`config.mk`:
```
export PLATFORM = sky130hd
export DESIGN_NAME = sfi_frame_inserter
export DESIGN_NICKNAME = d
export VERILOG_FILES = /design/src/rtl/sfi_pkg.sv /design/src/rtl/sfi_pos_counter.sv /design/src/rtl/sfi_burst_ctrl.sv /design/src/rtl/sfi_byte_mux.sv /design/src/rtl/sfi_frame_inserter.sv
export SDC_FILE = /design/constraint.sdc
export NUM_CORES = 1
export LEC_CHECK = 0
export BUFFER_PORTS_ARGS = -buffer_cell sky130_fd_sc_hd__buf_2
export CAP_MARGIN = 20
export CELL_PAD_IN_SITES_DETAIL_PLACEMENT = 0
export CELL_PAD_IN_SITES_GLOBAL_PLACEMENT = 1
export CORE_MARGIN = 2
export CORE_UTILIZATION = 38
export DETAILED_ROUTE_END_ITERATION = 10
export PLACE_DENSITY = 0.85
export SLEW_MARGIN = 25
export SYNTH_ARGS = -nofsm -noshare
export SYNTH_HDL_FRONTEND = slang
export SYNTH_HIERARCHICAL = 1
export SYNTH_SLANG_ARGS = --single-unit
```
`constraint.sdc`:
```
create_clock -name clk -period 3.82 [get_ports clk]
set_clock_uncertainty 0.15 [all_clocks]
set_input_delay 0.573 -clock clk [delete_from_list [all_inputs] [get_ports clk]]
set_output_delay 0.573 -clock clk [all_outputs]
set_load 0.01 [all_outputs]
```
`src/rtl/sfi_pkg.sv`:
```
`timescale 1ns/1ps
package sfi_pkg;

    localparam logic [7:0] A1_PATTERN = 8'hF6;
    localparam logic [7:0] A2_PATTERN = 8'h28;

    // Role of the byte currently at the input.
    typedef enum logic [2:0] {
        SLOT_PAYLOAD,
        SLOT_A1,
        SLOT_A1_LAST,
        SLOT_A2_FIRST,
        SLOT_A2
    } slot_e;

    // Per-stream corruption sequencer.
    typedef enum logic [1:0] {
        BST_IDLE,     // enable was low at the last frame start (or reset)
        BST_COUNTED,  // counted burst in progress
        BST_ENDLESS,  // zero count: corrupt until enable drops
        BST_SPENT     // counted burst over, waiting for enable low
    } burst_state_e;

    typedef struct packed {
        logic busy;
        logic done;
    } burst_stat_t;

    // Classifies a byte position; sts_n is the number of A1 (and A2) bytes.
    function automatic slot_e classify(input logic row_zero,
                                       input int unsigned col,
                                       input int unsigned sts_n);
        slot_e r;
        r = SLOT_PAYLOAD;
        if (row_zero) begin
            if (col < sts_n - 1)            r = SLOT_A1;
            else if (col == sts_n - 1)      r = SLOT_A1_LAST;
            else if (col == sts_n)          r = SLOT_A2_FIRST;
            else if (col < 2 * sts_n)       r = SLOT_A2;
        end
        return r;
    endfunction

endpackage

```
`src/rtl/sfi_pos_counter.sv`:
```
`timescale 1ns/1ps
module sfi_pos_counter
    import sfi_pkg::*;
#(
    parameter int ROW_BYTES = 1080,
    parameter int ROWS      = 9,
    parameter int STS_N     = 12
) (
    input  logic  clk,
    input  logic  rst,
    input  logic  frame_start,
    output slot_e slot
);
    localparam int COL_W = $clog2(ROW_BYTES);
    localparam int ROW_W = (ROWS > 1) ? $clog2(ROWS) : 1;
    localparam logic [COL_W-1:0] COL_LAST = COL_W'(ROW_BYTES - 1);
    localparam logic [ROW_W-1:0] ROW_LAST = ROW_W'(ROWS - 1);

    logic [COL_W-1:0] col_q, col_d;
    logic [ROW_W-1:0] row_q, row_d;
    logic             live_q, live_d;

    // Position of the byte presented in this cycle.
    always_comb begin
        col_d  = '0;
        row_d  = '0;
        live_d = 1'b0;
        if (frame_start) begin
            live_d = 1'b1;
        end else if (live_q) begin
            live_d = 1'b1;
            if (col_q == COL_LAST) begin
                col_d = '0;
                row_d = (row_q == ROW_LAST) ? '0 : row_q + 1'b1;
            end else begin
                col_d = col_q + 1'b1;
                row_d = row_q;
            end
        end
    end

    always_ff @(posedge clk) begin
        if (rst) begin
            col_q  <= '0;
            row_q  <= '0;
            live_q <= 1'b0;
        end else begin
            col_q  <= col_d;
            row_q  <= row_d;
            live_q <= live_d;
        end
    end

    assign slot = classify(live_d && (row_d == '0),
                           int'(unsigned'(col_d)),
                           STS_N);

endmodule

```
`src/rtl/sfi_burst_ctrl.sv`:
```
`timescale 1ns/1ps
module sfi_burst_ctrl
    import sfi_pkg::*;
#(
    parameter int CNT_W = 8
) (
    input  logic             clk,
    input  logic             rst,
    input  logic             frame_start,
    input  logic             enable,
    input  logic [CNT_W-1:0] frames_cfg,
    output burst_stat_t      stat
);
    burst_state_e     state_q, state_d;
    logic [CNT_W-1:0] left_q, left_d;
    logic             done_q, done_d;

    always_comb begin
        state_d = state_q;
        left_d  = left_q;
        done_d  = 1'b0;
        if (frame_start) begin
            if (!enable) begin
                state_d = BST_IDLE;
                left_d  = '0;
            end else begin
                unique case (state_q)
                    BST_IDLE: begin
                        if (frames_cfg == '0) begin
                            state_d = BST_ENDLESS;
                        end else begin
                            state_d = BST_COUNTED;
                            left_d  = frames_cfg;
                        end
                    end
                    BST_COUNTED: begin
                        if (left_q == CNT_W'(1)) begin
                            state_d = BST_SPENT;
                            left_d  = '0;
                            done_d  = 1'b1;
                        end else begin
                            left_d = left_q - 1'b1;
                        end
                    end
                    BST_ENDLESS: state_d = BST_ENDLESS;
                    BST_SPENT:   state_d = BST_SPENT;
                    default:     state_d = BST_IDLE;
                endcase
            end
        end
    end

    always_ff @(posedge clk) begin
        if (rst) begin
            state_q <= BST_IDLE;
            left_q  <= '0;
            done_q  <= 1'b0;
        end else begin
            state_q <= state_d;
            left_q  <= left_d;
            done_q  <= done_d;
        end
    end

    assign stat.busy = (state_q == BST_COUNTED) || (state_q == BST_ENDLESS);
    assign stat.done = done_q;

endmodule

```
`src/rtl/sfi_byte_mux.sv`:
```
`timescale 1ns/1ps
module sfi_byte_mux
    import sfi_pkg::*;
(
    input  slot_e       slot,
    input  logic        corrupt,
    input  logic [7:0]  data_in,
    input  logic [7:0]  a1_bad,
    input  logic [7:0]  a2_bad,
    output logic [7:0]  data_out
);
    always_comb begin
        unique case (slot)
            SLOT_A1:       data_out = A1_PATTERN;
            SLOT_A1_LAST:  data_out = corrupt ? a1_bad : A1_PATTERN;
            SLOT_A2_FIRST: data_out = corrupt ? a2_bad : A2_PATTERN;
            SLOT_A2:       data_out = A2_PATTERN;
            default:       data_out = data_in;
        endcase
    end
endmodule

```
`src/rtl/sfi_frame_inserter.sv`:
```
`timescale 1ns/1ps
module sfi_frame_inserter
    import sfi_pkg::*;
#(
    parameter int STREAMS   = 2,
    parameter int ROW_BYTES = 1080,
    parameter int ROWS      = 9,
    parameter int STS_N     = 12,
    parameter int CNT_W     = 8
) (
    input  logic                 clk,
    input  logic                 rst,
    input  logic                 frame_start,
    input  logic [STREAMS*8-1:0] din,
    input  logic [7:0]           ins_a1_val,
    input  logic [7:0]           ins_a2_val,
    input  logic [CNT_W-1:0]     ins_frames,
    input  logic [STREAMS-1:0]   ins_enable,
    output logic [STREAMS*8-1:0] dout,
    output logic [STREAMS-1:0]   ins_busy,
    output logic [STREAMS-1:0]   ins_done
);
    slot_e slot;

    sfi_pos_counter #(
        .ROW_BYTES (ROW_BYTES),
        .ROWS      (ROWS),
        .STS_N     (STS_N)
    ) u_pos (
        .clk         (clk),
        .rst         (rst),
        .frame_start (frame_start),
        .slot        (slot)
    );

    for (genvar s = 0; s < STREAMS; s++) begin : g_stream
        burst_stat_t stat;
        logic [7:0]  byte_next;

        sfi_burst_ctrl #(
            .CNT_W (CNT_W)
        ) u_burst (
            .clk         (clk),
            .rst         (rst),
            .frame_start (frame_start),
            .enable      (ins_enable[s]),
            .frames_cfg  (ins_frames),
            .stat        (stat)
        );

        sfi_byte_mux u_mux (
            .slot     (slot),
            .corrupt  (stat.busy),
            .data_in  (din[s*8 +: 8]),
            .a1_bad   (ins_a1_val),
            .a2_bad   (ins_a2_val),
            .data_out (byte_next)
        );

        always_ff @(posedge clk) begin
            if (rst) dout[s*8 +: 8] <= '0;
            else     dout[s*8 +: 8] <= byte_next;
        end

        assign ins_busy[s] = stat.busy;
        assign ins_done[s] = stat.done;
    end

endmodule

```
==> results by group, run 1 <==
Run status
  • Outcome: complete, no violations

Clock tree
  • Hold buffer count at cts: 0
  • Max Buffers Root-to-Sink: 2
  • CTS tree: done
  • Clock sink count: 54
  • Resized cells post-CTS: 0
  • Num CTS Buffers: 5
  • Postcts setup bufs: 0
  • CTS clk-pin slew, worst paths: 0.10 ns
  • CTS Root Cell: clkbuf_8
  • H-tree Lvls: 2
  • Clk_lat worst skew: 0.31 ns

STA
  • Peak Freq: 293.8 MHz
  • Max_slew headroom: 46.52%
  • # setup viols final: 0
  • RSZ-0062 raised after global routing: no
  • Slew at the pin closest to its max-slew limit: 0.7956 ns
  • Hold slack: 0.3507 ns
  • Final Hold Violating Endpoints: 0
  • TNS Setup: 0 ns
  • Fin. max-slew vios: 0
  • Minimum clock period: 3.403 ns
  • Tcrit/Tclk final: 89.10%

Power and ir drop
  • Int Pwr: 0.8301 mW
  • Clock power share: 26.9%
  • Peak VDD IR: 0.1463 mV
  • Pwr Density: 279.8 mW/mm²
  • NetSw: 0.3606 mW
  • Sw Ratio: 30.29%
  • Combinational Power Share: 22.4%
  • Sequential Power Share: 50.6%
  • Leakage: 1.747 nW

Worst setup path
  • CP startpoint: u_pos/col_q[6]
  • Data required time of the worst path: 3.92 ns
  • Worst EP arrival: 3.50 ns
  • CP startpoint kind: flop
  • CP endpoint kind: flop
  • R2R Path Start: u_pos/col_q[6]
  • Start-to-end type of the worst setup path: flop to flop
  • CP max FO: 16

Logic synthesis
  • Syn avg cell area: 8.382 µm²
  • Syn Inst Count: 446
  • Count of cell types in the netlist: 68
  • FF+latch count, synth: 54
  • Synth async-reset ratio: 0%
  • EDFF count, synth: 0
  • Syn. warnings: 6
  • Sequential area share after synthesis: 28.92%
  • Ys flop type: dfxtp_1
  • Syn Nets: 506
  • Mapped Area: 0.003739 mm²

Floorplan
  • FP Rows: 36
  • Core Region: 0.009639 mm²
  • Starting Density: 38.79%
  • Die area: 0.01065 mm²
  • Die height: 103.2 µm
  • Number of top-level pins: 65
  • Die W: 103.2 µm

Routing
  • Via-to-Cell Ratio: 5.280
  • Post-Route WL: 8.961 mm
  • Drt pass-1 iters: 4
  • Mean routed wirelength per cell: 14.00 µm
  • DR DRC count: 0
  • Antenna-violating nets left: 0
  • Vias: 3379
  • Detailed router's first-iteration violation count: 136

Global route
  • Overflow after GRT: 0
  • GRT Overall Usage: 16.77%
  • Vias in the first global route: 3061
  • First-pass GRT wire length: 14.33 mm
  • Largest net degree at the start of global routing: 28
  • Antenna violations before repair: 0

Finish
  • Final net count: 566
  • Final Core Density: 44.15%
  • P&R area growth vs syn: 13.82%
  • Layout cells sized above 1: 25.05%
  • Antenna Cells: 0
  • Post-route design area: 0.004255 mm²

Hold path
  • Tightest Hold Check Type: flop to flop
  • Hold path start: g_stream[0].u_burst/state_q[1]

Placed design
  • Post-DP HPWL: 6.834 mm
  • Placement-stage cell area: 0.004168 mm²
  • Port Buf Inserts: 64
  • Placer Congestion: 0.8451

Run
  • Max-Cap Viols: 0
critical path, stage by stage (launching register included):
cell and delay [ns]:
dfxtp_1 0.36, or4_1 0.67, or3_1 0.41, o311a_1 0.36
o221ai_2 0.25, and3b_2 0.40, and2_0 0.30, a21oi_1 0.20
o2bb2ai_1 0.13, nor2b_1 0.13
placed cells by master (no fill, tap or decap), types with 3 or more instances in the layout:
cell type / n
o21ai_1: 11
a311oi_1: 4
a31oi_1: 13
buf_2: 64
o31ai_1: 6
xor2_1: 9
a211oi_1: 5
a21oi_1: 22
nor3_1: 6
nor3b_1: 4
nand3b_1: 13
inv_1: 40
a22oi_1: 6
dfxtp_1: 54
nor2_1: 30
nor2b_2: 7
nor2b_1: 10
nor4_2: 3
nand3_1: 9
nor4_1: 6
nand2b_1: 6
clkbuf_8: 5
mux2i_1: 8
buf_4: 7
o21ai_0: 10
or4_4: 4
maj3_2: 10
and2b_2: 6
xnor2_1: 9
nand2_1: 36
ha_1: 15
a21o_1: 10
o22ai_1: 4
cell usage after synthesis, types with 4 or more instances:
| cell | number | area share (%) |
|---|---|---|
| nor2b_2 | 7 | 1.6 |
| inv_1 | 40 | 4.0 |
| o21ai_0 | 10 | 1.3 |
| nor2b_1 | 10 | 1.7 |
| nand3_1 | 9 | 1.2 |
| maj3_2 | 10 | 3.0 |
| o22ai_1 | 4 | 0.67 |
| clkbuf_1 | 4 | 0.40 |
| nor3_1 | 6 | 0.80 |
| a22oi_1 | 6 | 1.2 |
| nor2_1 | 30 | 3.0 |
| xnor2_1 | 9 | 2.1 |
| nand2_1 | 36 | 3.6 |
| nor4_1 | 7 | 1.2 |
| dfxtp_1 | 54 | 29 |
| or4_4 | 4 | 1.2 |
| a211oi_1 | 5 | 1.0 |
| mux2i_1 | 8 | 2.1 |
| and2b_2 | 6 | 1.4 |
| a21o_1 | 10 | 2.0 |
| nand2b_1 | 6 | 1.0 |
| buf_2 | 4 | 0.54 |
| nor3b_1 | 4 | 0.80 |
| o31ai_1 | 6 | 1.2 |
| ha_1 | 15 | 5.0 |
| a31oi_1 | 13 | 2.2 |
| nand3b_1 | 13 | 2.6 |
| a311oi_1 | 4 | 0.94 |
| xor2_1 | 9 | 2.1 |
| buf_6 | 5 | 1.5 |
| a21oi_1 | 22 | 2.9 |
| o21ai_1 | 11 | 1.5 |
layer usage:
layer,global-route usage (%),part of all wire (%),vias to the layer above
li1,-,-,1711
met1,21.89,45,1596
met2,28.57,50,66
met3,2.957,4.1,6
met4,4.555,0.73,0
met5,0,0,-
kinds of logic (layout without fill, tap and decap cells):
group	count (synthesis)	in the layout	share of synthesized area (%)
xor gates and xnor gates	18	18	4.217
DFF	54	54	28.92
muxes	10	10	2.744
buffers and inverters	60	121	7.463
and+or+nand+nor	163	163	26.27
AOI/OAI and AO/OA	115	115	22.09
adders and majority gates	26	26	8.300
cell type report:
| type | instances | area (µm²) |
|---|---|---|
| fill | 985 | 5384 |
| multi-input combinational | 332 | 2391 |
| sequential | 54 | 1081 |
| timing repair buffer | 71 | 372.9 |
| tap | 133 | 166.4 |
| inverter | 42 | 157.7 |
| clock buffer | 6 | 72.57 |
| clock inverter | 2 | 13.76 |
power by group through the flow:
stage	Combinational, mW	Sequential, mW	Clock (mW)
after floorplan	0.177	0.617	0
after global placement	0.263	0.615	0
after detailed placement	0.266	0.616	0
after CTS	0.267	0.603	0.336
after global routing	0.294	0.606	0.358
final	0.267	0.603	0.321
per-stage QoR:
| step | worst slack (ns) | std cells | power, mW |
|---|---|---|---|
| finish | 0.4165 | 640 | 1.191 |
| global route | 0.2181 | 640 | 1.259 |
| CTS | 0.1948 | 640 | 1.206 |
| detailed placement | 0.1817 | 632 | 0.8819 |
| global placement | 0.2553 | 632 | 0.8785 |
| floorplan | 0.3217 | 446 | 0.7942 |
final timing paths:
check / endpoint / slack [ns] / cells past startpoint
setup / recovery: dout[3] / 0.42 / 9
hold reg to reg: g_stream[0].u_burst/state_q[1] / 0.35 / 2
setup reg to reg: dout[3] / 0.42 / 9
hold / removal: g_stream[0].u_burst/state_q[1] / 0.35 / 2
state kept, by name, indices dropped and copies added, names as in the netlist:
register	flops
dout	16
g_stream.u_burst/left_q	16
u_pos/col_q	11
g_stream.u_burst/state_q	4
u_pos/row_q	4
g_stream.u_burst/done_q	2
u_pos/live_q	1
No activity file was read; power rests on OpenSTA's default activity.
==> run 2: changes to the inputs <==
Settings changed: CORE_UTILIZATION 38 to 42, PLACE_DENSITY 0.85 to 0.88.
Clock period 3.82 ns to 3.2 ns, I/O delays scaled along.
==> results by group, run 2 (synthesis gave the netlist of run 1 again) <==
Clock tree
  • Clock sink count: 54
  • CTS clk-pin slew, worst paths: 0.10 ns
  • Clk_lat worst skew: 0.31 ns
  • Hold buffer count at cts: 0
  • H-tree Lvls: 2
  • Max Buffers Root-to-Sink: 2
  • CTS Root Cell: clkbuf_8
  • CTS tree: done
  • Num CTS Buffers: 5

Floorplan
  • FP Rows: 34
  • Die W: 98.35 µm
  • Number of top-level pins: 65
  • Starting Density: 43.08%
  • Die height: 98.35 µm
  • Core Region: 0.008678 mm²
  • Die area: 0.009672 mm²

Worst setup path
  • CP startpoint kind: flop
  • Cell family contributing the most delay on the critical path: simple AND/OR/NAND/NOR gates
  • CP max FO: 20
  • CP cell instances: or4_4 > or3_4 > o311a_1 > o221ai_2 > and3b_1 > buf_12 > nor2_8 > xnor2_1 > o22a_1 > nor2b_2
  • Start-to-end type of the worst setup path: flop to flop
  • R2R Setup Slk: 0.12 ns
  • CP endpoint kind: flop
  • Crit-path max cell delay: 0.59 ns
  • Slowest CP cell: or4_4
  • Crit path buf inv count: 1
  • Worst EP arrival: 3.12 ns
  • Data required time of the worst path: 3.24 ns

Finish
  • P&R area growth vs syn: 17.64%
  • Final net count: 580
  • Highest-count cells in the layout ignoring fill and taps: 64 x buf_2, 54 x dfxtp_1, 40 x inv_1
  • Post-route design area: 0.004398 mm²
  • Most common cell after layout, fill and taps aside: buf_2
  • Layout cells sized above 1: 27.88%
  • Top Registers: dout (16), g_stream.u_burst/left_q (16), u_pos/col_q (11)
  • Antenna Cells: 0

STA
  • RSZ-0062 raised after global routing: yes
  • Hold slack: 0.3377 ns
  • Tcrit/Tclk final: 96.36%
  • Minimum clock period: 3.084 ns
  • Final Hold Violating Endpoints: 0
  • # setup viols final: 0
  • Peak Freq: 324.3 MHz
  • Max_slew headroom: 44.95%
  • Slew at the pin closest to its max-slew limit: 0.8189 ns
  • TNS Setup: 0 ns
  • Fin. max-slew vios: 0

Routing
  • Drt pass-1 iters: 4
  • Via-to-Cell Ratio: 5.538
  • Antenna-violating nets left: 0
  • Detailed router's first-iteration violation count: 132
  • Vias: 3478
  • Mean routed wirelength per cell: 14.81 µm
  • DR DRC count: 0
  • Post-Route WL: 9.298 mm

Global route
  • First-pass GRT wire length: 15.79 mm
  • Antenna violations before repair: 0
  • Overflow after GRT: 0
  • Vias in the first global route: 3401
  • Largest net degree at the start of global routing: 38
  • GRT Overall Usage: 19.33%

Power and ir drop
  • Peak VDD IR: 0.1592 mV
  • Pwr Density: 325.2 mW/mm²
  • Leakage: 1.826 nW

Placed design
  • Placement-stage cell area: 0.004253 mm²
  • Port Buf Inserts: 64
  • Post-DP HPWL: 6.916 mm
  • Placer Congestion: 0.8264

Run
  • Max-Cap Viols: 0

Run status
  • Outcome: complete, no violations

Hold path
  • Tightest Hold Check Type: primary input to flop
-- run 2: cell types whose count changed in the layout (fill, tap and decap cells not counted), sizes merged --
| cell | before | now |
|---|---|---|
| buf | 71 | 85 |
| clkbuf | 6 | 7 |
| clkinv | 2 | 0 |
-- run 2: worst min-delay path, cell delays in order --
cell and delay [ns]:
buf_2 0.15, nand2_1 0.09, nor4_1 0.05
-- run 2: final timing paths --
kind                             startpoint                        endpoint  depth (start not counted)
max                          u_pos/col_q[8]                        dout[13]                         10
min reg2reg  g_stream[1].u_burst/state_q[1]  g_stream[1].u_burst/state_q[1]                          2
max reg2reg                  u_pos/col_q[8]                        dout[13]                         10
min                           ins_enable[0]      g_stream[0].u_burst/done_q                          3
-- run 2: stage by stage --
step | util [%] | std cells | power [mW] | setup WS, ns
after floorplan | - | 446 | 0.9489 | 0.005340
after global placement | 49.01 | 618 | 1.053 | 0.05637
after detailed placement | 49.01 | 618 | 1.059 | -0.02773
after CTS | 49.93 | 625 | 1.442 | 0.04689
after global routing | 50.68 | 628 | 1.503 | -0.002932
final | 50.68 | 628 | 1.430 | 0.1164
-- run 2: repair_timing --
action	CTS	global route
setup endpoints to repair	11	16
gates resized for setup	1	12
pin swaps	0	7
buffers inserted	0	3
-- run 2: per-layer routing --
| metal | vias up | share of wire [%] | wire length [µm] | track usage (%) |
|---|---|---|---|---|
| met5 | - | 0 | 0 | 0 |
| li1 | 1740 | - | - | - |
| met2 | 58 | 50 | 4628 | 33.18 |
| met1 | 1666 | 46 | 4299 | 25.34 |
| met3 | 14 | 2.7 | 249 | 2.935 |
| met4 | 0 | 1.3 | 121 | 5.163 |
-- run 2: layout make-up --
cell class | instances | area (µm²)
clock buffers | 7 | 76.32
fillers | 857 | 4280
inverters | 42 | 157.7
multi-input cells | 332 | 2450
flip-flops and latches | 54 | 1081
well taps | 108 | 135.1
repair buffers | 85 | 498.0
-- run 2: power by group --
part	internal [mW]	total, mW	switching, mW
logic	0.143	0.328	0.185
registers	0.698	0.718	0.0204
clock network	0.152	0.384	0.232
total	0.993	1.43	0.438
==> run 3: changes to the inputs <==
Settings changed: CORE_UTILIZATION 42 to 40, PLACE_DENSITY 0.88 to 0.85.
==> results by group, run 3 (synthesis gave the netlist of run 1 again) <==
Global route
  • First-pass GRT wire length: 15.27 mm
  • Antenna violations before repair: 0
  • Vias in the first global route: 3112
  • Largest net degree at the start of global routing: 21
  • Overflow after GRT: 0
  • GRT Overall Usage: 18.21%

STA
  • Slew at the pin closest to its max-slew limit: 0.8104 ns
  • Peak Freq: 325.1 MHz
  • Final Hold Violating Endpoints: 0
  • RSZ-0062 raised after global routing: yes
  • Final WS setup: 0.1243 ns
  • Hold slack: 0.3501 ns
  • Fin. max-slew vios: 0
  • Max_slew headroom: 45.86%
  • # setup viols final: 0
  • Tcrit/Tclk final: 96.12%
  • Minimum clock period: 3.076 ns

Worst setup path
  • Data required time of the worst path: 3.24 ns
  • WP depth: 10
  • CP max FO: 7
  • R2R Path Start: u_pos/col_q[7]
  • Register-to-Register Path Depth: 10
  • Worst EP arrival: 3.12 ns
  • CP cell instances: or4_4 > o31ai_1 > o311a_1 > o221ai_2 > buf_4 > a2111oi_4 > and2b_2 > nand2_1 > o22ai_1 > nor2b_2
  • CP endpoint kind: flop
  • Crit path buf inv count: 1
  • FF-to-FF End: dout[0]
  • Start-to-end type of the worst setup path: flop to flop
  • Cell family contributing the most delay on the critical path: compound AO/OA/AOI/OAI gates
  • Crit-path max cell delay: 0.57 ns
  • R2R Setup Slk: 0.12 ns
  • CP startpoint kind: flop
  • Slowest CP cell: or4_4

Power and ir drop
  • Pwr Density: 347.6 mW/mm²
  • Clock power share: 31.3%
  • Leakage: 1.814 nW
  • NetSw: 0.4483 mW
  • Sequential Power Share: 47.2%
  • Int Pwr: 1.075 mW
  • Combinational Power Share: 21.5%
  • Sw Ratio: 29.43%
  • Peak VDD IR: 0.1670 mV

Finish
  • Final Core Density: 47.87%
  • Filler cell count: 909
  • Area of the multi-input gates: 0.002430 mm²
  • Most common cell after layout, fill and taps aside: buf_2
  • Top Registers: dout (16), g_stream.u_burst/left_q (16), u_pos/col_q (11)
  • Highest-count cells in the layout ignoring fill and taps: 64 x buf_2, 53 x dfxtp_1, 40 x inv_1
  • Final net count: 575
  • P&R area growth vs syn: 17.20%
  • Antenna Cells: 0
  • Layout cells sized above 1: 27.13%
  • Sequential cell area: 0.001082 mm²

Clock tree
  • Clk_lat worst skew: 0.30 ns
  • Max Buffers Root-to-Sink: 2
  • CTS tree: done
  • CTS Root Cell: clkbuf_8
  • CTS clk-pin slew, worst paths: 0.11 ns
  • Num CTS Buffers: 5
  • H-tree Lvls: 2
  • Clock sink count: 54

Routing
  • Mean routed wirelength per cell: 14.65 µm
  • Drt pass-1 iters: 4
  • Vias: 3407
  • Antenna-violating nets left: 0
  • Detailed router's first-iteration violation count: 107
  • Post-Route WL: 9.187 mm
  • DR DRC count: 0
  • Via-to-Cell Ratio: 5.434

Placed design
  • Placer Congestion: 0.8823
  • Port Buf Inserts: 64
  • Pre-CTS WS: -0.01260 ns
  • Post-DP HPWL: 6.912 mm

Floorplan
  • Die W: 100.7 µm
  • Core Region: 0.009153 mm²
  • Starting Density: 40.85%
  • Die area: 0.01014 mm²
  • FP Rows: 35
  • Number of top-level pins: 65
  • Die height: 100.7 µm

Hold path
  • Worst hold endpoint: g_stream[0].u_burst/state_q[1]
  • Hold path start: g_stream[0].u_burst/state_q[1]
  • Tightest Hold Check Type: flop to flop
  • Hold depth: 2

Run
  • Max-Cap Viols: 0

Run status
  • Outcome: complete, no violations
## run 3: worst max path at each step
stage	start	endpoint
floorplan	u_pos/col_q[6]	dout[5]
global placement	u_pos/col_q[6]	dout[5]
detailed placement	u_pos/col_q[6]	dout[5]
CTS	u_pos/col_q[6]	dout[3]
global route	u_pos/col_q[7]	dout[5]
finish	u_pos/col_q[7]	dout[0]
## run 3: power by group through the flow
stage | registers, mW | logic [mW] | clock network, mW
3_3_place_gp | 0.734 | 0.322 | 0
2_1_floorplan | 0.737 | 0.212 | 0
5_1_grt | 0.722 | 0.364 | 0.516
6_report | 0.718 | 0.328 | 0.477
3_5_place_dp | 0.734 | 0.326 | 0
4_1_cts | 0.719 | 0.329 | 0.494
## run 3: final cells by class
cell class / count / area share, %
multi-input cells: 332 / 55.45
flip-flops and latches: 54 / 24.70
well taps: 111 / 3.170
repair buffers: 80 / 10.51
clock inverters: 3 / 0.9994
inverters: 42 / 3.598
clock buffers: 5 / 1.571
## run 3: worst min-delay path, cell delays in order (launching register included)
cell and delay [ns]:
dfxtp_1 0.34, o21ai_0 0.07, a21oi_1 0.06
## run 3: stage by stage
stage	area, µm²	instances	power, mW	TNS, ns
after floorplan	3759	446	0.9489	0
after global placement	4234	618	1.056	0
after detailed placement	4234	618	1.060	-0.01260
after CTS	4360	626	1.541	0
after global routing	4382	627	1.602	-0.03264
final	4382	627	1.523	0
## run 3: timing repair
item,CTS,global route
resized for setup,2,7
buffers inserted,0,1
endpoints found under the setup margin,3,16
pin swaps,0,6
hold buffers,0,0
## run 3: routing by layer
metal / share of wire, % / routed length [µm] / track usage (%)
met5: 0 / 0 / 0
met4: 0.46 / 42 / 3.267
met3: 4.3 / 391 / 2.635
met2: 48 / 4374 / 29.03
met1: 48 / 4379 / 26.32
